`src/rtl/fwd_pkg.sv`:
```
package fwd_pkg;

    localparam int REG_ID_W  = 4;
    localparam int NUM_BYP   = 5;
    localparam int NUM_OPND  = 2;
    localparam logic [REG_ID_W-1:0] NO_REG = '1;

    // Bypass order equals priority: index 0 is the youngest result.
    typedef enum logic [2:0] {
        SEL_EX_ALU   = 3'd0,
        SEL_MEM_LOAD = 3'd1,
        SEL_MEM_ALU  = 3'd2,
        SEL_WB_LOAD  = 3'd3,
        SEL_WB_ALU   = 3'd4,
        SEL_REGFILE  = 3'd5
    } fwd_sel_e;

    typedef logic [REG_ID_W-1:0] reg_id_t;

    function automatic logic id_hit(input reg_id_t src, input reg_id_t dst);
        return (src != NO_REG) && (dst != NO_REG) && (src == dst);
    endfunction

endpackage

```
`src/rtl/fwd_match.sv`:
```
module fwd_match
    import fwd_pkg::*;
(
    input  reg_id_t                 src,
    input  reg_id_t [NUM_BYP-1:0]   dsts,
    output logic    [NUM_BYP-1:0]   hit
);

    for (genvar g = 0; g < NUM_BYP; g++) begin : g_cmp
        assign hit[g] = id_hit(src, dsts[g]);
    end

endmodule

```
`src/rtl/fwd_prio.sv`:
```
module fwd_prio
    import fwd_pkg::*;
(
    input  logic [NUM_BYP-1:0] hit,
    output fwd_sel_e           sel
);

    always_comb begin
        sel = SEL_REGFILE;
        for (int i = NUM_BYP - 1; i >= 0; i--) begin
            if (hit[i]) begin
                sel = fwd_sel_e'(3'(i));
            end
        end
    end

endmodule

```
`src/rtl/fwd_mux.sv`:
```
module fwd_mux
    import fwd_pkg::*;
#(
    parameter int DW = 32
) (
    input  fwd_sel_e                    sel,
    input  logic [NUM_BYP-1:0][DW-1:0]  byp,
    input  logic [DW-1:0]               rf,
    output logic [DW-1:0]               val
);

    always_comb begin
        val = rf;
        for (int i = 0; i < NUM_BYP; i++) begin
            if (sel == fwd_sel_e'(3'(i))) begin
                val = byp[i];
            end
        end
    end

endmodule

```
`src/rtl/fwd_unit.sv`:
```
module fwd_unit
    import fwd_pkg::*;
#(
    parameter int DW = 32
) (
    input  logic [REG_ID_W-1:0] src_id_a,
    input  logic [REG_ID_W-1:0] src_id_b,
    input  logic [DW-1:0]       rf_val_a,
    input  logic [DW-1:0]       rf_val_b,
    input  logic [DW-1:0]       ex_alu_val,
    input  logic [REG_ID_W-1:0] ex_dst_alu,
    input  logic [DW-1:0]       mem_alu_val,
    input  logic [DW-1:0]       mem_load_val,
    input  logic [REG_ID_W-1:0] mem_dst_alu,
    input  logic [REG_ID_W-1:0] mem_dst_load,
    input  logic [DW-1:0]       wb_alu_val,
    input  logic [DW-1:0]       wb_load_val,
    input  logic [REG_ID_W-1:0] wb_dst_alu,
    input  logic [REG_ID_W-1:0] wb_dst_load,
    output logic [DW-1:0]       opnd_a,
    output logic [DW-1:0]       opnd_b
);

    reg_id_t    [NUM_BYP-1:0]           byp_dst;
    logic       [NUM_BYP-1:0][DW-1:0]   byp_val;
    reg_id_t    [NUM_OPND-1:0]          src;
    logic       [NUM_OPND-1:0][DW-1:0]  rf;
    logic       [NUM_OPND-1:0][DW-1:0]  res;

    // Pack bypass sources youngest first so index equals priority.
    assign byp_dst[SEL_EX_ALU]   = ex_dst_alu;
    assign byp_dst[SEL_MEM_LOAD] = mem_dst_load;
    assign byp_dst[SEL_MEM_ALU]  = mem_dst_alu;
    assign byp_dst[SEL_WB_LOAD]  = wb_dst_load;
    assign byp_dst[SEL_WB_ALU]   = wb_dst_alu;

    assign byp_val[SEL_EX_ALU]   = ex_alu_val;
    assign byp_val[SEL_MEM_LOAD] = mem_load_val;
    assign byp_val[SEL_MEM_ALU]  = mem_alu_val;
    assign byp_val[SEL_WB_LOAD]  = wb_load_val;
    assign byp_val[SEL_WB_ALU]   = wb_alu_val;

    assign src[0] = src_id_a;
    assign src[1] = src_id_b;
    assign rf[0]  = rf_val_a;
    assign rf[1]  = rf_val_b;

    for (genvar op = 0; op < NUM_OPND; op++) begin : g_opnd
        logic [NUM_BYP-1:0] hit;
        fwd_sel_e           sel;

        fwd_match u_match (
            .src  (src[op]),
            .dsts (byp_dst),
            .hit  (hit)
        );

        fwd_prio u_prio (
            .hit (hit),
            .sel (sel)
        );

        fwd_mux #(.DW(DW)) u_mux (
            .sel (sel),
            .byp (byp_val),
            .rf  (rf[op]),
            .val (res[op])
        );
    end

    assign opnd_a = res[0];
    assign opnd_b = res[1];

endmodule

```
`config.mk`:
```
export PLATFORM = sky130hd
export DESIGN_NAME = fwd_unit
export DESIGN_NICKNAME = d
export VERILOG_FILES = /design/src/rtl/fwd_pkg.sv /design/src/rtl/fwd_match.sv /design/src/rtl/fwd_prio.sv /design/src/rtl/fwd_mux.sv /design/src/rtl/fwd_unit.sv
export SDC_FILE = /design/constraint.sdc
export NUM_CORES = 1
export LEC_CHECK = 0
export BUFFER_PORTS_ARGS = -buffer_cell sky130_fd_sc_hd__buf_2
export CORE_AREA = 5 5 120 122
export DETAILED_ROUTE_END_ITERATION = 10
export DIE_AREA = 0 0 125 127
export PLACE_DENSITY = 0.67
export SLEW_MARGIN = 20
export SYNTH_ARGS = -nofsm -noshare
export SYNTH_HDL_FRONTEND = slang
export SYNTH_SLANG_ARGS = --single-unit
```
`constraint.sdc`:
```
create_clock -name vclk -period 3.8
set_input_delay 0.57 -clock vclk [all_inputs]
set_output_delay 0.57 -clock vclk [all_outputs]
set_load 0.02 [all_outputs]
```
==> out/results.ini, run 1 <==
[outcome]
status = completed

[routing]
avgViaCountPerCell = 6.118
drtPass1Iterations = 9
postRouteAntennaNets = 0
post-route-drc-count = 0
drtIter0Drc = 749
vias = 6962
wl_um = 25330
routedWlPerCell_um = 22.25

[power_and_ir_drop]
p_per_area_nw_per_um2 = 193.4
p_switching_w = 0.0006926
internal_power_w = 0.0004656
seqPwrFrac_pct = 0
vdd_drop_max_uv = 75.19
swShare_pct = 59.80
power_frac_clock_pct = 0
p_leak_nw = 2.738
p_comb_share_pct = 100.0

[sta]
setup_violations = 0
hold_viol_final = 0
holdWs_ns = 1.506
finalCriticalPeriod_ns = 3.530
relSlewSlack_pct = 43.83
max_freq_ghz = 0.2833
drv_slew = 0
worst_slack_ns = 0.2696
period_share_pct = 92.90
rsz0062_at_grt = false
setup_tns_ns = 0
tightest_slew_ns = 0.8424

[clock_network]
ctsResizeCount = 0
post_cts_buffers = 0
hold_buffers = 0

[die]
die_height_um = 127
dieArea_um2 = 15880
initial_core_util_pct = 33.24
die_w_um = 125
io_pins = 316
core-area_um2 = 13090
rows = 42

[synthesis]
syn-cell-area_um2 = 4349
synthDistinctLibCells = 71
netlist_instances = 684
yosys_warnings = 0
avgSynthCellArea_um2 = 6.358
synth_fp_nets = 936
yosysSeqAreaShare_pct = 0
synth_area_leader_cell = nand2_1
netlist.area_leader.share_pct = 6.991
synth_area_leaders = nand2_1 7.0%, nor2_1 7.0%, a21oi_1 4.8%, o21ai_0 4.7%, and2_1 4.3%
synth_commonest_cells = 81 x nand2_1, 81 x nor2_1, 42 x a21oi_1

[worst_setup_path]
crit_type = in2out
crit_path_start_kind = input pin
endpoint_kind = output port
crit_arrival_ns = 2.96
required_ns = 3.23
crit_path_max_fanout = 12

[worst_hold_path]
hold_depth = 3
hp-class = in2out

[layout]
finish.instance_area_um2 = 5987
fin_nets = 1213
n_clock_buffer = 0
area_delta_synth_final_pct = 37.66
seqCellArea_um2 = 0
layoutNonFillerInstCount = 1138
seq_cells = 0
drive_gt1_share_pct = 41.50

[grt]
first_global_vias = 6568
grt_max_degree = 60
overflow = 0
grt_pass1_wl_um = 37200
antenna_found_initial = 3
globalRouteTotalUtil_pct = 28.61

[place]
place_congestion = 0.9527
numPortBuffers = 316
dp_hpwl_um = 19470
place_ws_ns = 0.3067
dp.cells = 1135
place_area_um2 = 5979

[job]
maxCapViolations = 0

-- through the flow --
stage	utilization [%]	total power, W
finish	45.75	0.001158
global route	45.75	0.001232
CTS	45.70	0.001146
detailed placement	45.70	0.001142
global placement	45.70	0.001141
floorplan	-	0.0007032
-- metal layers --
metal  vias to the layer above  track usage, %  wire length, um
met5                         -               0                0
met4                         0           7.015              801
met3                        76           4.299             2619
met2                       536           49.70            11900
met1                      3169           37.36            10000
li1                       3181               -                -
-- power groups by stage --
| stage | clock network (W) | registers [W] | logic (W) |
|---|---|---|---|
| after floorplan | 0 | 0 | 0.000703 |
| after CTS | 0 | 0 | 0.00115 |
| after global placement | 0 | 0 | 0.00114 |
| final | 0.000000000106 | 0 | 0.00116 |
| after global routing | 0.000000000106 | 0 | 0.00123 |
| after detailed placement | 0 | 0 | 0.00114 |
-- critical path, cell delays in order --
cell and delay [ns]:
buf_2 0.21, nand4_2 0.24, nand4_1 0.33, or2_1 0.21, buf_4 0.22, nand2_1 0.34, a311o_1 0.39, a2bb2oi_1 0.23
buf_2 0.21
-- cells in the final DEF (no fill, tap or decap), types with 9 or more instances in the layout --
master / Yosys / final
and2_1: 30 / 30
o221ai_1: 19 / 19
a311o_1: 10 / 10
a21oi_1: 42 / 42
o21ai_1: 9 / 9
nand2_1: 81 / 79
buf_4: 5 / 28
o2bb2ai_1: 10 / 10
o21ai_0: 41 / 41
nand3_1: 24 / 24
nand4_1: 23 / 23
xor2_1: 17 / 17
nor2_1: 81 / 79
nor4_1: 11 / 11
a22o_1: 11 / 11
a31o_2: 17 / 17
a222oi_1: 9 / 9
a2bb2oi_1: 15 / 15
inv_1: 12 / 12
a221oi_1: 10 / 10
buf_2: 21 / 316
o311ai_1: 11 / 11
xnor2_1: 19 / 19
-- path summary, 6_finish.rpt --
kind | start | endpoint | slack (ns)
worst min-delay path | wb_alu_val[14] | opnd_b[14] | 1.51
worst max-delay path | src_id_b[3] | opnd_b[22] | 0.27
-- final cells by class --
type	instances	area, um2
fill	1404	7098
multi-input combinational	601	3882
timing repair buffer	346	1832
tap	176	220.2
inverter	12	45.04
antenna	3	7.507
-- logic make-up after synthesis --
kind of cell              after synthesis  synth area share [%]
AOI/OAI and AO/OA                     268                 46.92
xor gates and xnor gates               36                 7.250
buffers and inverters                  83                 11.10
muxes                                   6                 1.381
and+or+nand+nor                       291                 33.34
(Power assumes the default switching activity.)
==> run 2: changes to the inputs <==
--- a/config.mk
+++ b/config.mk
@@ -5,7 +5,7 @@
 export SDC_FILE = /design/constraint.sdc
 export NUM_CORES = 1
 export LEC_CHECK = 0
-export BUFFER_PORTS_ARGS = -buffer_cell sky130_fd_sc_hd__buf_2
+export BUFFER_PORTS_ARGS = -buffer_cell sky130_fd_sc_hd__buf_4
 export CORE_AREA = 5 5 120 122
 export DETAILED_ROUTE_END_ITERATION = 10
 export DIE_AREA = 0 0 125 127
==> run 2 against run 1 <==
  * Cell count down 0.26%
  * Final area up 13%
  * Global-route usage grew 1.8 points
  * Hold slack worse by 0.029 ns
  * Sequential share of layout area is the same
  * Core utilization increased by 5.9 points
  * Maximum frequency grew 1.6%
  * Power grew 14%
  * Die area is the same
  * Critical endpoint is now opnd_a[25]
  * Highest routed layer unchanged
==> out/results.ini, run 2 (synthesis gave the netlist of run 1 again) <==
[clock_network]
post_cts_buffers = 0
hold_buffers = 0
ctsResizeCount = 0

[sta]
finalCriticalPeriod_ns = 3.474
relSlewSlack_pct = 35.09
max_freq_ghz = 0.2879
drv_slew = 0
rsz0062_at_grt = false
period_share_pct = 91.42
hold_viol_final = 0
setup_violations = 0
worst_slack_ns = 0.3261
setup_tns_ns = 0
tightest_slew_ns = 0.9694

[layout]
mostFrequentLayoutCell = buf_4
final_cell_mix = 345 x buf_4, 79 x nand2_1, 79 x nor2_1, 42 x a21oi_1, 41 x o21ai_0
drive_gt1_share_pct = 41.50
antenna_cells = 0
fin_nets = 1213
area_delta_synth_final_pct = 55.38
n_clock_buffer = 0
fillers = 1358
multi_input_area_um2 = 3882
seq_cells = 0
seqCellArea_um2 = 0

[die]
dieArea_um2 = 15880
initial_core_util_pct = 33.24
core-area_um2 = 13090
die_height_um = 127
io_pins = 316
rows = 42
die_w_um = 125

[routing]
routedWlPerCell_um = 23.15
post-route-drc-count = 0
vias = 6919
wl_um = 26280
postRouteAntennaNets = 0
drtPass1Iterations = 6
avgViaCountPerCell = 6.096
drtIter0Drc = 783

[grt]
grt_pass1_wl_um = 39060
overflow = 0
antenna_found_initial = 0
grt_max_degree = 42
globalRouteTotalUtil_pct = 30.40
first_global_vias = 6666

[place]
numPortBuffers = 316
dp_hpwl_um = 20330
place_congestion = 0.9412
place_ws_ns = 0.3289

[worst_setup_path]
crit_type = in2out
endpoint_kind = output port
cpPeakStageDelay_ns = 0.48
required_ns = 3.23
crit_path_start_kind = input pin
cpMaxStageDelayCell = o21ai_2
critical_path.cell_chain = buf_4 > xor2_1 > nor4_2 > nand2_2 > o21ai_2 > o221ai_1 > a21oi_1 > buf_4
crit_arrival_ns = 2.90
crit_path_max_fanout = 17
critPathMostFrequentCell = buf_4

[outcome]
status = completed

[job]
maxCapViolations = 0

[power_and_ir_drop]
p_leak_nw = 3.008
p_per_area_nw_per_um2 = 194.6
vdd_drop_max_uv = 84.94

[worst_hold_path]
hp-class = in2out

-- run 2: cell count changes in the layout (fill, tap and decap cells not counted) --
cell	previous run	this run
diode_2	3	0
buf_4	28	345
buf_12	2	1
buf_2	316	0
-- run 2: final timing paths --
kind                            from  cells after the start         end
worst max-delay path     src_id_a[2]                      8  opnd_a[25]
worst min-delay path  wb_alu_val[28]                      3  opnd_b[28]
-- run 2: routing by layer --
metal / vias to the layer above / GRT usage (%) / share of wire [%]
met5: - / 0 / 0
met4: 0 / 7.526 / 3.4
met3: 74 / 6.427 / 9.6
met2: 492 / 52.33 / 48
met1: 3179 / 38.93 / 39
li1: 3174 / - / -
-- run 2: power by group --
group / total [W] / switching [W] / internal [W]
clock network: 0 / 0 / 0
logic: 0.00132 / 0.000703 / 0.000612
registers: 0 / 0 / 0
-- run 2: critical path, delay by kind of cell --
kind            cells  cell delay [ns]
compound gates      3             1.03
xor+xnor            1             0.15
buf+inv             2             0.34
simple gates        2             0.80
-- run 2: stage by stage --
step,instance area (um2),utilization (%),total power [W],std cells,hold slack (ns)
after floorplan,4349,-,0.0007032,684,1.308
after global placement,6758,51.64,0.001298,1135,1.474
after detailed placement,6758,51.64,0.001301,1135,1.473
after CTS,6758,51.64,0.001305,1135,1.475
after global routing,6758,51.64,0.001395,1135,1.492
final,6758,51.64,0.001315,1135,1.476
-- run 2: cell type report --
cell class         instances  share of cell area, %
inverters                 12                 0.6665
well taps                176                  3.259
multi-input cells        601                  57.45
repair buffers           346                  38.62
==> run 3: changes to the inputs <==
--- a/config.mk
+++ b/config.mk
@@ -5,11 +5,13 @@
 export SDC_FILE = /design/constraint.sdc
 export NUM_CORES = 1
 export LEC_CHECK = 0
+export ABC_AREA = 1
 export BUFFER_PORTS_ARGS = -buffer_cell sky130_fd_sc_hd__buf_4
-export CORE_AREA = 5 5 120 122
+export CORE_ASPECT_RATIO = 0.75
+export CORE_MARGIN = 5
+export CORE_UTILIZATION = 40
 export DETAILED_ROUTE_END_ITERATION = 10
-export DIE_AREA = 0 0 125 127
-export PLACE_DENSITY = 0.67
+export PLACE_DENSITY = 0.75
 export SLEW_MARGIN = 20
 export SYNTH_ARGS = -nofsm -noshare
 export SYNTH_HDL_FRONTEND = slang
==> run 3 against run 2 <==
  * Global-route usage is 7.6 points higher
  * Die area is 7.9% lower
  * Setup slack better by 0.093 ns
  * Power is 9.5% higher
  * Flip-flop and latch count stayed put
  * Final area is 10% higher
  * Critical path depth is 7 higher
  * Via count is 24% higher
  * Combinational power is 9% higher
  * Largest cell class unchanged
==> out/results.ini, run 3 <==
[synthesis]
netlist_instances = 1151
synth_area_leaders = nand2_1 37%, nor2_1 22%, nand3_1 13%, a21oi_1 6.6%, inv_1 4.8%
netlist.area_leader.share_pct = 37.13
synth_fp_nets = 1403
yosysSeqAreaShare_pct = 0
yosysMostFrequentCell = nand2_1
syn-cell-area_um2 = 4913
avgSynthCellArea_um2 = 4.269
synth_commonest_cells = 486 x nand2_1, 284 x nor2_1, 124 x nand3_1
synthDistinctLibCells = 24
yosys_warnings = 0
synth_area_leader_cell = nand2_1

[power_and_ir_drop]
swShare_pct = 60.20
p_comb_share_pct = 100.0
seqPwrFrac_pct = 0
p_leak_nw = 4.502
p_per_area_nw_per_um2 = 193.5
internal_power_w = 0.0005730
p_switching_w = 0.0008667
vdd_drop_max_uv = 90.16
p_total_w = 0.001440
power_frac_clock_pct = 0

[layout]
seq_cells = 0
antenna_cells = 0
area_delta_synth_final_pct = 51.41
fin_nets = 1688
n_clock_buffer = 0
multi_input_area_um2 = 4330
final_cell_mix = 486 x nand2_1, 342 x buf_4, 283 x nor2_1, 124 x nand3_1, 65 x a21oi_1
finish.instance_area_um2 = 7440
drive_gt1_share_pct = 26.64
final_util_pct = 61.11
seqCellArea_um2 = 0
mostFrequentLayoutCell = nand2_1
fillers = 1338

[sta]
setup_violations = 0
tightest_slew_ns = 0.9369
setup_tns_ns = 0
max_freq_ghz = 0.2958
relSlewSlack_pct = 37.39
finalCriticalPeriod_ns = 3.381
period_share_pct = 88.97
holdWs_ns = 1.448
drv_slew = 0
hold_viol_final = 0
rsz0062_at_grt = false

[worst_setup_path]
crit_arrival_ns = 2.81
endpoint_kind = output port
crit_type = in2out
crit_path_max_fanout = 18
required_ns = 3.23
crit_path_start_kind = input pin

[routing]
drtIter0Drc = 1185
drtPass1Iterations = 6
wl_um = 29690
postRouteAntennaNets = 0
vias = 8567
routedWlPerCell_um = 18.55
post-route-drc-count = 0
avgViaCountPerCell = 5.354

[outcome]
status = completed

[worst_hold_path]
min_from = wb_alu_val[17]
holdPathEnd = opnd_b[17]
hold_depth = 4
hp-class = in2out

[place]
dp_hpwl_um = 24680
place_area_um2 = 7440
place_congestion = 1.032
numPortBuffers = 316

[die]
rows = 35
initial_core_util_pct = 40.36
dieArea_um2 = 14620
die_height_um = 106.0
die_w_um = 138.0
core-area_um2 = 12170
io_pins = 316

[job]
maxCapViolations = 0

[clock_network]
post_cts_buffers = 0
ctsResizeCount = 0
hold_buffers = 0

[grt]
overflow = 0
globalRouteTotalUtil_pct = 38.05
first_global_vias = 7571
antenna_found_initial = 0
grt_max_degree = 33
grt_pass1_wl_um = 43320

-- run 3: changes by cell type in the layout (fill, tap and decap cells not counted), moves of 15 or more --
| cell | delta |
|---|---|
| nand2_1 | +407 |
| a31o_2 | -17 |
| a21oi_1 | +23 |
| xnor2_1 | -17 |
| inv_1 | +51 |
| nand3_1 | +100 |
| nor2_1 | +204 |
| a2bb2oi_1 | -15 |
| o221ai_1 | -19 |
| and2_1 | -30 |
| xor2_1 | -17 |
| o21ai_0 | -37 |
-- run 3: routing by layer --
layer | track usage (%) | vias up | wire [um]
li1 | - | 4148 | -
met1 | 52.47 | 3719 | 11800
met2 | 56.51 | 634 | 12190
met3 | 14.05 | 66 | 4721
met4 | 7.828 | 0 | 971
met5 | 0 | - | 0
-- run 3: worst max path at each step --
stage | startpoint | end | slack [ns] | depth (start not counted)
after global routing | src_id_b[1] | opnd_b[28] | 0.26 | 15
after CTS | src_id_b[1] | opnd_b[28] | 0.52 | 15
after floorplan | src_id_b[0] | opnd_b[12] | 1.10 | 12
after global placement | src_id_b[2] | opnd_b[28] | 0.55 | 15
after detailed placement | src_id_b[1] | opnd_b[28] | 0.52 | 15
final | src_id_b[1] | opnd_b[28] | 0.42 | 15
-- run 3: logic make-up after synthesis --
family	share of synthesized area (%)
buffers and inverters	12.04
and+or+nand+nor	80.57
xor gates and xnor gates	0.3566
AOI/OAI and AO/OA	7.028
-- run 3: area by class of cell --
type / count / share of cell area (%)
tap: 166 / 2.792
multi-input combinational: 1016 / 58.21
timing repair buffer: 345 / 35.32
inverter: 73 / 3.683
-- run 3: power by group through the flow --
stage | Combinational, W | Sequential (W) | Clock (W)
after floorplan | 0.000741 | 0 | 0
final | 0.00144 | 0 | 0
after CTS | 0.00141 | 0 | 0
after detailed placement | 0.00141 | 0 | 0
after global placement | 0.00141 | 0 | 0
after global routing | 0.00154 | 0 | 0
-- run 3: stage by stage --
stage / setup WS (ns) / cells
final: 0.4193 / 1600
after global routing: 0.2644 / 1600
after CTS: 0.5154 / 1600
after detailed placement: 0.5191 / 1600
after global placement: 0.5453 / 1600
after floorplan: 1.096 / 1151
-- run 3: critical path: stages --
cell     delay [ns]
buf_4          0.14
inv_1          0.13
nand2_1        0.08
nand2_1        0.06
nor2_2         0.16
nand3_4        0.29
nand2_4        0.23
inv_2          0.15
nand2_4        0.24
nand2_1        0.08
nor2_1         0.25
nor2_1         0.12
nand2_1        0.09
nand2_1        0.05
buf_4          0.15
